<file path="src/rtl/nfl_pkg.sv">
package nfl_pkg;

  typedef enum logic [2:0] {
    ST_OK    = 3'd0,
    ST_PROT  = 3'd1,
    ST_TMO   = 3'd2,
    ST_PERR  = 3'd3,
    ST_INVAL = 3'd4
  } nfl_status_e;

  localparam logic [15:0] D_UNL1   = 16'h00AA;
  localparam logic [15:0] D_UNL2   = 16'h0055;
  localparam logic [15:0] D_ESETUP = 16'h0080;
  localparam logic [15:0] D_ECONF  = 16'h0030;
  localparam logic [15:0] D_PROG   = 16'h00A0;
  localparam logic [15:0] D_RDARR  = 16'h00F0;

  localparam logic [31:0] A_UNL1 = 32'h0000_0555;
  localparam logic [31:0] A_UNL2 = 32'h0000_02AA;

  // word-address sector starts for the fixed boot-block layout
  localparam logic [31:0] BIG_SECT_WORDS = 32'h0002_0000;

  function automatic logic [31:0] sect_base(input logic [31:0] idx);
    case (idx)
      32'd0:   sect_base = 32'h0000_0000;
      32'd1:   sect_base = 32'h0000_2000;
      32'd2:   sect_base = 32'h0000_3000;
      32'd3:   sect_base = 32'h0000_4000;
      default: sect_base = BIG_SECT_WORDS * (idx - 32'd3);
    endcase
  endfunction

endpackage

</file>
<file path="src/rtl/nfl_sector_map.sv">
module nfl_sector_map #(
  parameter int unsigned ADDR_W = 20,
  parameter int unsigned IDX_W  = 4
) (
  input  logic [IDX_W-1:0]  idx,
  output logic [ADDR_W-1:0] base
);
  logic [31:0] base_full;

  always_comb begin
    base_full = nfl_pkg::sect_base(32'(idx));
    base      = base_full[ADDR_W-1:0];
  end
endmodule

</file>
<file path="src/rtl/nfl_protect_bank.sv">
module nfl_protect_bank #(
  parameter int unsigned    NSECT      = 11,
  parameter int unsigned    IDX_W      = 4,
  parameter int unsigned    ADDR_W     = 20,
  parameter logic [31:0]    PROT_LIMIT = 32'h0002_0000
) (
  input  logic             clk,
  input  logic             rst,
  input  logic             wr_en,
  input  logic [IDX_W-1:0] wr_sect,
  input  logic             wr_val,
  input  logic [IDX_W-1:0] first,
  input  logic [IDX_W-1:0] last,
  output logic             hit
);
  logic [NSECT-1:0] prot_bits;
  logic [NSECT-1:0] in_range;

  for (genvar g = 0; g < NSECT; g++) begin : g_sect
    localparam logic [31:0] BASE_G = nfl_pkg::sect_base(32'(g));
    localparam logic RST_VAL = (BASE_G[ADDR_W-1:0] < PROT_LIMIT[ADDR_W-1:0]);

    always_ff @(posedge clk) begin
      if (rst)
        prot_bits[g] <= RST_VAL;
      else if (wr_en && (wr_sect == IDX_W'(g)))
        prot_bits[g] <= wr_val;
    end

    assign in_range[g] = (IDX_W'(g) >= first) && (IDX_W'(g) <= last);
  end

  assign hit = |(prot_bits & in_range);
endmodule

</file>
<file path="src/rtl/nfl_wait_timer.sv">
module nfl_wait_timer #(
  parameter int unsigned W = 8
) (
  input  logic         clk,
  input  logic         rst,
  input  logic         run,
  input  logic [W-1:0] limit,
  output logic         expired
);
  logic [W-1:0] cnt;

  assign expired = (cnt >= limit);

  always_ff @(posedge clk) begin
    if (rst || !run)
      cnt <= '0;
    else if (!expired)
      cnt <= cnt + 1'b1;
  end
endmodule

</file>
<file path="src/rtl/nfl_cmd_seq.sv">
module nfl_cmd_seq #(
  parameter int unsigned ADDR_W     = 20,
  parameter int unsigned NSECT      = 11,
  parameter int unsigned SIDX_W     = 5,
  parameter int unsigned TMO_CYC    = 6250000,
  parameter int unsigned SETTLE_CYC = 1250000,
  parameter logic [31:0] PROT_LIMIT = 32'h0002_0000
) (
  input  logic                       clk,
  input  logic                       rst,
  input  logic                       start,
  input  logic                       req_erase,
  input  logic [ADDR_W-1:0]          req_addr,
  input  logic [15:0]                req_data,
  input  logic signed [SIDX_W-1:0]   req_first,
  input  logic signed [SIDX_W-1:0]   req_last,
  input  logic                       prot_wr_en,
  input  logic [$clog2(NSECT)-1:0]   prot_wr_sect,
  input  logic                       prot_wr_val,
  output logic                       busy,
  output logic                       done,
  output logic [2:0]                 status,
  output logic [ADDR_W-1:0]          fl_addr,
  output logic [15:0]                fl_wdata,
  output logic                       fl_we,
  output logic                       fl_re,
  input  logic [15:0]                fl_rdata
);
  import nfl_pkg::*;

  localparam int unsigned IDX_W   = $clog2(NSECT);
  localparam int unsigned LIM_MAX = (TMO_CYC > SETTLE_CYC) ? TMO_CYC : SETTLE_CYC;
  localparam int unsigned LIM_W   = $clog2(LIM_MAX + 1);
  localparam logic [ADDR_W-1:0] ADR_U1 = A_UNL1[ADDR_W-1:0];
  localparam logic [ADDR_W-1:0] ADR_U2 = A_UNL2[ADDR_W-1:0];

  typedef enum logic [3:0] {
    S_IDLE, S_CHECK, S_CMD, S_POLL_RD, S_POLL_CHK,
    S_RA, S_VER_RD, S_VER_CHK, S_SETTLE, S_FINISH
  } state_e;

  state_e                    state;
  logic                      erase_q;
  logic [ADDR_W-1:0]         addr_q;
  logic [15:0]               data_q;
  logic signed [SIDX_W-1:0]  first_q;
  logic signed [SIDX_W-1:0]  last_q;
  logic [IDX_W-1:0]          cur_q;
  logic [2:0]                step_q;
  logic                      tmo_q;
  nfl_status_e               st_q;

  logic [ADDR_W-1:0]         sect_addr;
  logic [ADDR_W-1:0]         tgt_addr;
  logic                      prot_hit;
  logic                      args_bad;
  logic                      tmr_run;
  logic                      tmr_exp;
  logic [LIM_W-1:0]          tmr_limit;
  logic [ADDR_W-1:0]         cmd_addr;
  logic [15:0]               cmd_data;
  logic [2:0]                last_step;
  logic                      poll_ok;

  nfl_sector_map #(.ADDR_W(ADDR_W), .IDX_W(IDX_W)) u_map (
    .idx  (cur_q),
    .base (sect_addr)
  );

  nfl_protect_bank #(
    .NSECT(NSECT), .IDX_W(IDX_W), .ADDR_W(ADDR_W), .PROT_LIMIT(PROT_LIMIT)
  ) u_prot (
    .clk     (clk),
    .rst     (rst),
    .wr_en   (prot_wr_en),
    .wr_sect (prot_wr_sect),
    .wr_val  (prot_wr_val),
    .first   (first_q[IDX_W-1:0]),
    .last    (last_q[IDX_W-1:0]),
    .hit     (prot_hit)
  );

  assign tmr_run   = (state == S_POLL_RD) || (state == S_POLL_CHK) || (state == S_SETTLE);
  assign tmr_limit = (state == S_SETTLE) ? LIM_W'(SETTLE_CYC) : LIM_W'(TMO_CYC);

  nfl_wait_timer #(.W(LIM_W)) u_tmr (
    .clk     (clk),
    .rst     (rst),
    .run     (tmr_run),
    .limit   (tmr_limit),
    .expired (tmr_exp)
  );

  assign tgt_addr  = erase_q ? sect_addr : addr_q;
  assign last_step = erase_q ? 3'd5 : 3'd3;
  assign args_bad  = (first_q < 0) || (first_q > last_q) ||
                     (last_q > $signed((SIDX_W+1)'(NSECT - 1)));
  assign poll_ok   = erase_q ? fl_rdata[7] : (fl_rdata[7] == data_q[7]);

  // command write generator: erase uses steps 0..5, program steps 0..3
  always_comb begin
    cmd_addr = tgt_addr;
    cmd_data = erase_q ? D_ECONF : data_q;
    case (step_q)
      3'd0: begin cmd_addr = ADR_U1; cmd_data = D_UNL1; end
      3'd1: begin cmd_addr = ADR_U2; cmd_data = D_UNL2; end
      3'd2: begin cmd_addr = ADR_U1; cmd_data = erase_q ? D_ESETUP : D_PROG; end
      3'd3: if (erase_q) begin cmd_addr = ADR_U1; cmd_data = D_UNL1; end
      3'd4: begin cmd_addr = ADR_U2; cmd_data = D_UNL2; end
      default: ;
    endcase
  end

  always_ff @(posedge clk) begin
    if (rst) begin
      state    <= S_IDLE;
      busy     <= 1'b0;
      done     <= 1'b0;
      status   <= 3'd0;
      fl_we    <= 1'b0;
      fl_re    <= 1'b0;
      fl_addr  <= '0;
      fl_wdata <= '0;
      erase_q  <= 1'b0;
      addr_q   <= '0;
      data_q   <= '0;
      first_q  <= '0;
      last_q   <= '0;
      cur_q    <= '0;
      step_q   <= '0;
      tmo_q    <= 1'b0;
      st_q     <= ST_OK;
    end else begin
      fl_we <= 1'b0;
      fl_re <= 1'b0;
      done  <= 1'b0;
      case (state)
        S_IDLE: begin
          if (start) begin
            busy    <= 1'b1;
            erase_q <= req_erase;
            addr_q  <= req_addr;
            data_q  <= req_data;
            first_q <= req_first;
            last_q  <= req_last;
            step_q  <= '0;
            tmo_q   <= 1'b0;
            st_q    <= ST_OK;
            state   <= req_erase ? S_CHECK : S_CMD;
          end
        end
        S_CHECK: begin
          if (args_bad) begin
            st_q  <= ST_INVAL;
            state <= S_FINISH;
          end else if (prot_hit) begin
            st_q  <= ST_PROT;
            state <= S_FINISH;
          end else begin
            cur_q  <= first_q[IDX_W-1:0];
            step_q <= '0;
            state  <= S_CMD;
          end
        end
        S_CMD: begin
          fl_we    <= 1'b1;
          fl_addr  <= cmd_addr;
          fl_wdata <= cmd_data;
          step_q   <= step_q + 3'd1;
          if (step_q == last_step)
            state <= S_POLL_RD;
        end
        S_POLL_RD: begin
          fl_re   <= 1'b1;
          fl_addr <= tgt_addr;
          state   <= S_POLL_CHK;
        end
        S_POLL_CHK: begin
          if (tmr_exp) begin
            tmo_q <= 1'b1;
            st_q  <= ST_TMO;
            state <= S_RA;
          end else if (poll_ok) begin
            state <= S_RA;
          end else begin
            state <= S_POLL_RD;
          end
        end
        S_RA: begin
          fl_we    <= 1'b1;
          fl_wdata <= D_RDARR;
          fl_addr  <= erase_q ? ADR_U1 : addr_q;
          if (erase_q) begin
            if (tmo_q || (cur_q == last_q[IDX_W-1:0])) begin
              state <= S_SETTLE;
            end else begin
              cur_q  <= cur_q + 1'b1;
              step_q <= '0;
              state  <= S_CMD;
            end
          end else begin
            state <= tmo_q ? S_FINISH : S_VER_RD;
          end
        end
        S_VER_RD: begin
          fl_re   <= 1'b1;
          fl_addr <= addr_q;
          state   <= S_VER_CHK;
        end
        S_VER_CHK: begin
          st_q  <= (fl_rdata == data_q) ? ST_OK : ST_PERR;
          state <= S_FINISH;
        end
        S_SETTLE: begin
          if (tmr_exp)
            state <= S_FINISH;
        end
        S_FINISH: begin
          done   <= 1'b1;
          busy   <= 1'b0;
          status <= st_q;
          state  <= S_IDLE;
        end
        default: state <= S_IDLE;
      endcase
    end
  end
endmodule

</file>
<file path="config.mk">
export PLATFORM = sky130hd
export DESIGN_NAME = nfl_cmd_seq
export DESIGN_NICKNAME = d
export VERILOG_FILES = /design/src/rtl/nfl_pkg.sv /design/src/rtl/nfl_sector_map.sv /design/src/rtl/nfl_protect_bank.sv /design/src/rtl/nfl_wait_timer.sv /design/src/rtl/nfl_cmd_seq.sv
export SDC_FILE = /design/constraint.sdc
export NUM_CORES = 1
export LEC_CHECK = 0
export BUFFER_PORTS_ARGS = -buffer_cell sky130_fd_sc_hd__buf_2
export CORE_ASPECT_RATIO = 0.5
export CORE_MARGIN = 4
export CORE_UTILIZATION = 51
export CTS_CLUSTER_DIAMETER = 200
export DETAILED_ROUTE_END_ITERATION = 16
export PLACE_DENSITY = 0.81
export SLEW_MARGIN = 20
export SYNTH_ARGS = -nofsm -noshare
export SYNTH_HDL_FRONTEND = slang
export SYNTH_SLANG_ARGS = --single-unit
</file>
<file path="constraint.sdc">
create_clock -name clk -period 3 [get_ports clk]
set_input_delay 0.15 -clock clk [delete_from_list [all_inputs] [get_ports clk]]
set_output_delay 0.15 -clock clk [all_outputs]
set_load 0.03 [all_outputs]
</file>
[Yosys cells after proc, flatten, opt, wreduce, memory -nomap -nowiden]
Index checks and enable logic that the tools add are counted.
Word-level totals
  flip-flop bits (word level): 139
  bits of input ports: 72
  output and inout port bits: 43
  logic and storage cells: 201
Operators by class
  add/subtract/negate cells: 4
  $lt $le $gt $ge: 26
  eq/ne operators: 39
  mux-type cells: 50
  bitwise operators: 1
  reduce and logical (&&, ||, !) cells: 52
Operator list (number)
  case mux 20 bit (4 select lines): 2
  case mux 16 bit (4 select lines): 1
  two-way mux 20 bit: 3
  case mux 20 bit (3 select lines): 1
  two-way mux 4 bit: 12
  case mux 4 bit (9 select lines): 1
  two-way mux 3 bit: 11
  == test 4 x 3 -> 1 bit (second input constant): 8
  two-way mux 16 bit: 2
  case mux 16 bit (2 select lines): 1
  == test 4 x 2 -> 1 bit (second input constant): 6
  case mux 3 bit (4 select lines): 2
  adder 23 x 1 -> 23 bit (second input constant): 1
  >= comparator 23 bit: 1
  two-way mux 23 bit: 1
  logical AND 1 bit: 22
  == test 4 bit (second input constant): 5
  == test 16 bit: 1
  >= comparator 3 x 4 -> 1 bit (first input constant): 4
  less-or-equal comparator 3 x 4 -> 1 bit (first input constant): 4
  != test 2 bit (second input constant): 8
  == test 4 x 1 -> 1 bit (second input constant): 3
  >= comparator 4 bit (first input constant): 3
  less-or-equal comparator 4 bit (first input constant): 3
  other kinds (36): 66

[Logic depth before layout (Yosys ltp)]
  depth in word-level cells: 7
  gate-level depth with buffers: 14
  depth with buffers taken out: 10

[Hierarchy]
Synthesis repeated with hierarchy kept, for this count alone.
Unflattened totals
  cell total of the unflattened synthesis: 1010
  area total of the unflattened synthesis: 7975.1 um^2
By module, submodules not included
  nfl_cmd_seq: instances 1, cells an instance 665, area each 5262.5 um^2, seq. area each 2102.0 um^2
  nfl_wait_timer: instances 1, cells an instance 228, area each 1808.0 um^2, seq. area each 460.4 um^2
  nfl_protect_bank: instances 1, cells an instance 87, area each 673.1 um^2, seq. area each 220.2 um^2
  nfl_sector_map: instances 1, cells an instance 30, area each 231.5 um^2, seq. area each 0.0 um^2

[Least setup slack after synthesis]
No wires, ideal clock.
  path type: register to register
  start: register state[3]
  end: register state[2]
  library setup time: 70 ps
  arrival: 2906 ps
  data required time: 2930 ps
  slack: 23 ps
  stages on the path, launching flop included: 15
  path buffers: 4
  period minus slack after synthesis: 2977 ps
  path through: dfxtp_1 > buf_4 > or4b_1 > buf_6 > clkinv_4 > ha_1 > nand3b_1 > or3_1 > a2111oi_0 > o31ai_2 > nand2_2 > buf_6 > buf_6 > o21ai_0 > a21oi_1
On the way
  word-level cells in the longest chain between the ends: 5
  elaborated cells between the ends (all ways): 17
  those cells by class: 1 x order compare; 11 x eq/ne; 3 x mux; 2 x reduce/logical
RTL lines
  start: declaration: RTL line nfl_cmd_seq.sv:42  | state_e state;
  start signal: assignment: RTL line nfl_cmd_seq.sv:149  | state <= req_erase ? S_CHECK : S_CMD;
  start signal: assignment: RTL line nfl_cmd_seq.sv:202  | state <= tmo_q ? S_FINISH : S_VER_RD;
  == test 4 bit: RTL line nfl_cmd_seq.sv:84, nfl_cmd_seq.sv:137
  two-way mux 23 bit: RTL line nfl_cmd_seq.sv:84  | assign tmr_limit = (state == S_SETTLE) ? LIM_W'(SETTLE_CYC) : LIM_W'(TMO_CYC);
  >= comparator 23 bit: RTL line nfl_wait_timer.sv:12  | assign expired = (cnt >= limit);
  two-way mux 3 bit or != test 2 bit (tied branches)
  case mux 4 bit (9 select lines) or AND reduction 3 bit (tied branches)
Parallel ways exist; a longest one is shown, timed or not.
A chain may end at the register's enable or synchronous reset.

[Worst setup path in the final report]
  start: register state[0]
  end: register state[0]
Same word-level chain as after synthesis.

==> results.toml <==
[floorplan]
die_w_um = 175
die_area_mm2 = 0.0160
core_area_mm2 = 0.0136
start_util_pct = 52.2
fp.dieH_um = 91.4
io_pins = 115
placementRows = 30

[place]
post-place-ws_ps = -287
dpl_cell_area_mm2 = 0.00791
io_buffers = 114
place_inst = 1187
gp_congestion = 0.900
hpwl_mm = 14.2

[flow_run]
maxCapViolCount = 0

[synthesis]
yosys_warnings = 0
syn_nets = 1002
synth_cell_types = 70
syn_inst = 912
syn_area_mm2 = 0.00709
synth_ff_type = "dfxtp_1"
yosysSeqAreaShare_pct = 39.3
yosys_register_bits = 139
synth-edff-count = 0
async_flop_share_pct = 0
syn_area_per_cell_um2 = 7.77

[cts]
cts_buffer_depth = 2
cts_tree = "built"
cts_root_buf = "clkbuf_16"
cts_buffers = 17
path_clk_slew_ps = 60
cts_max_level = 4
insertion_delay_ps = 430
clkSinkCount = 139

[worst_setup_path]
cp-start-kind = "flip-flop"
arrival_ps = 3250
critPathRequiredTime_ps = 3340
worstSetupPathType = "reg -> reg"
cp-end-kind = "flip-flop"
path_max_fanout = 5

[final_layout]
drive_above_1_share_pct = 20.0
n_fill_cell = 1054
area_delta_synth_final_pct = 28.8
diodes = 0
design_area_mm2 = 0.00913
nNetsFinal = 1155
stdcell_count = 1270

[power_and_ir_drop]
irDropWorstVdd_v = 0.000408
powerDensity_mw_per_mm2 = 795
p_leak_nw = 3.57

[timing]
fin_crit_ps = 2920
slew_headroom_pct = 25.0
finalHoldViolations = 0
setup_viol = 0
rsz0062_at_grt = "yes"
worst_pin_slew_ps = 1130
post-route-period-util_pct = 97.2
drv_slew = 0
clock.fmax_mhz = 343
setup_ws_ps = 84.0
skew_ps = 9.10

[global_routing]
grt_first_pass_wirelength_mm = 34.7
grt_usage_pct = 26.3
grt_max_degree = 107
antenna_found_initial = 1
grt_pass1_vias = 7080
grt_overflow = 0

[route]
drtIter0Drc = 713
drt-pass1-iter-count = 7
route.detailed.drc = 0
wl_per_cell_um = 17.0
via_per_inst = 5.94
ant_nets = 0
wirelength_mm = 21.6
vias = 7546

[outcome]
status = "finished, final reports clean"

[worst_hold_path]
hold_path.class = "in -> reg"
[kinds of logic (layout without fill, tap and decap cells)]
family	after synthesis	count (layout)	share of synthesized area, %
buffers and inverters	85	251	4.94
AOI/OAI and AO/OA	237	237	21.9
adders and majority gates	18	18	3.18
and+or+nand+nor	392	392	25.5
muxes	12	12	1.71
xor gates and xnor gates	29	29	3.58
DFF	139	139	39.3
[through the flow]
stage               TNS (ps)  util [%]  total power [W]  hold WS [ps]
global placement           0      58.2          0.00487           391
global route            -134      67.2          0.00764          81.6
floorplan                  0         -          0.00415           286
finish                     0      67.2          0.00726          59.7
CTS                        0      66.3          0.00717          57.1
detailed placement     -1740      58.2          0.00494           396
[registers in the layout, summed over array words and instances, names as in the netlist]
signal / flops
status: 3
first_q: 5
erase_q: 1
fl_we: 1
st_q: 3
fl_wdata: 16
fl_re: 1
tmo_q: 1
u_prot.prot_bits: 11
done: 1
state: 4
addr_q: 20
data_q: 16
fl_addr: 20
busy: 1
last_q: 5
u_tmr.cnt: 23
cur_q: 4
step_q: 3
[Yosys cell counts, types with 7 or more instances]
cell type / count / share of area, %
clkbuf_1: 53 / 2.8
or3_1: 9 / 0.79
a21oi_1: 91 / 6.4
inv_1: 21 / 1.1
nand3_1: 19 / 1.3
nand2b_1: 8 / 0.71
nand2_1: 147 / 7.8
xnor2_1: 25 / 3.1
a2111oi_0: 7 / 0.86
or4_1: 8 / 0.85
a31oi_1: 7 / 0.62
a221oi_1: 16 / 2.0
nor2_1: 112 / 5.9
dfxtp_1: 139 / 39
and2_1: 7 / 0.62
mux2i_1: 11 / 1.6
ha_1: 18 / 3.2
a22oi_1: 12 / 1.3
nand4_1: 15 / 1.3
nor3_1: 24 / 1.7
o21ai_0: 38 / 2.7
[worst max-delay path, stage by stage (launching register included)]
cell and delay, ps:
dfxtp_2 320, or4b_4 580, clkinv_4 80, ha_4 120, nand3b_1 110, or3_4 420, a221oi_4 240, a2111oi_4 100
buf_4 160, buf_4 140, and2_4 170, o32ai_2 130, nor3b_2 250
[cell usage in the layout, fill, tap and decap left out, drive strengths merged, types with 11 or more instances in the layout]
cell type    synthesis  routed
a221oi              16      16
xnor2               25      25
buf                  9     148
a21oi               91      91
dfxtp              139     139
nor2               112     112
nand4               15      15
ha                  18      18
clkbuf              53      18
mux2i               11      11
inv                 21      30
nor3                24      24
a22oi               12      12
nand3               20      20
nand2              148     148
dlygate4sd3          0      47
o21ai               39      39
[timing repair]
| action | 4_1_cts | 5_1_grt |
|---|---|---|
| cloned | 0 | 1 |
| gates resized for setup | 6 | 18 |
| endpoints found under the setup margin | 30 | 32 |
| hold buffers | 47 | 0 |
| endpoints found under the hold margin | 47 | 0 |
| pin swaps | 0 | 5 |
| setup buffers | 0 | 3 |
[layer usage]
metal,vias up,wire (µm),share of wire [%],track usage (%)
li1,3559,-,-,-
met2,363,10300,48,44.3
met1,3578,9100,42,32.7
met5,-,13,0.060,0
met3,44,1750,8.1,7.70
met4,2,403,1.9,7.97
[report_power, final]
part | total [W] | switching, W | internal [W]
Combinational | 0.00268 | 0.00173 | 0.000953
Sequential | 0.00241 | 0.000245 | 0.00216
Clock | 0.00217 | 0.000912 | 0.00126
[final cells by class]
class	instances	area, µm²	area share [%]
multi-input combinational	688	4060	44.5
sequential	139	2780	30.5
timing repair buffer	196	1350	14.8
clock buffer	17	425	4.66
tap	192	240	2.63
clock inverter	15	178	1.95
inverter	23	91.3	1.00
[worst paths after layout]
check	start	endpoint	slack, ps	cells past startpoint
worst max-delay path	state[0]	state[0]	80	12
worst min-delay path	prot_wr_val	u_prot.prot_bits[9]	60	3
worst max register to register	state[0]	state[0]	80	12
worst min register to register	fl_wdata[3]	fl_wdata[3]	460	2
Power figures use the tool's default switching activity.
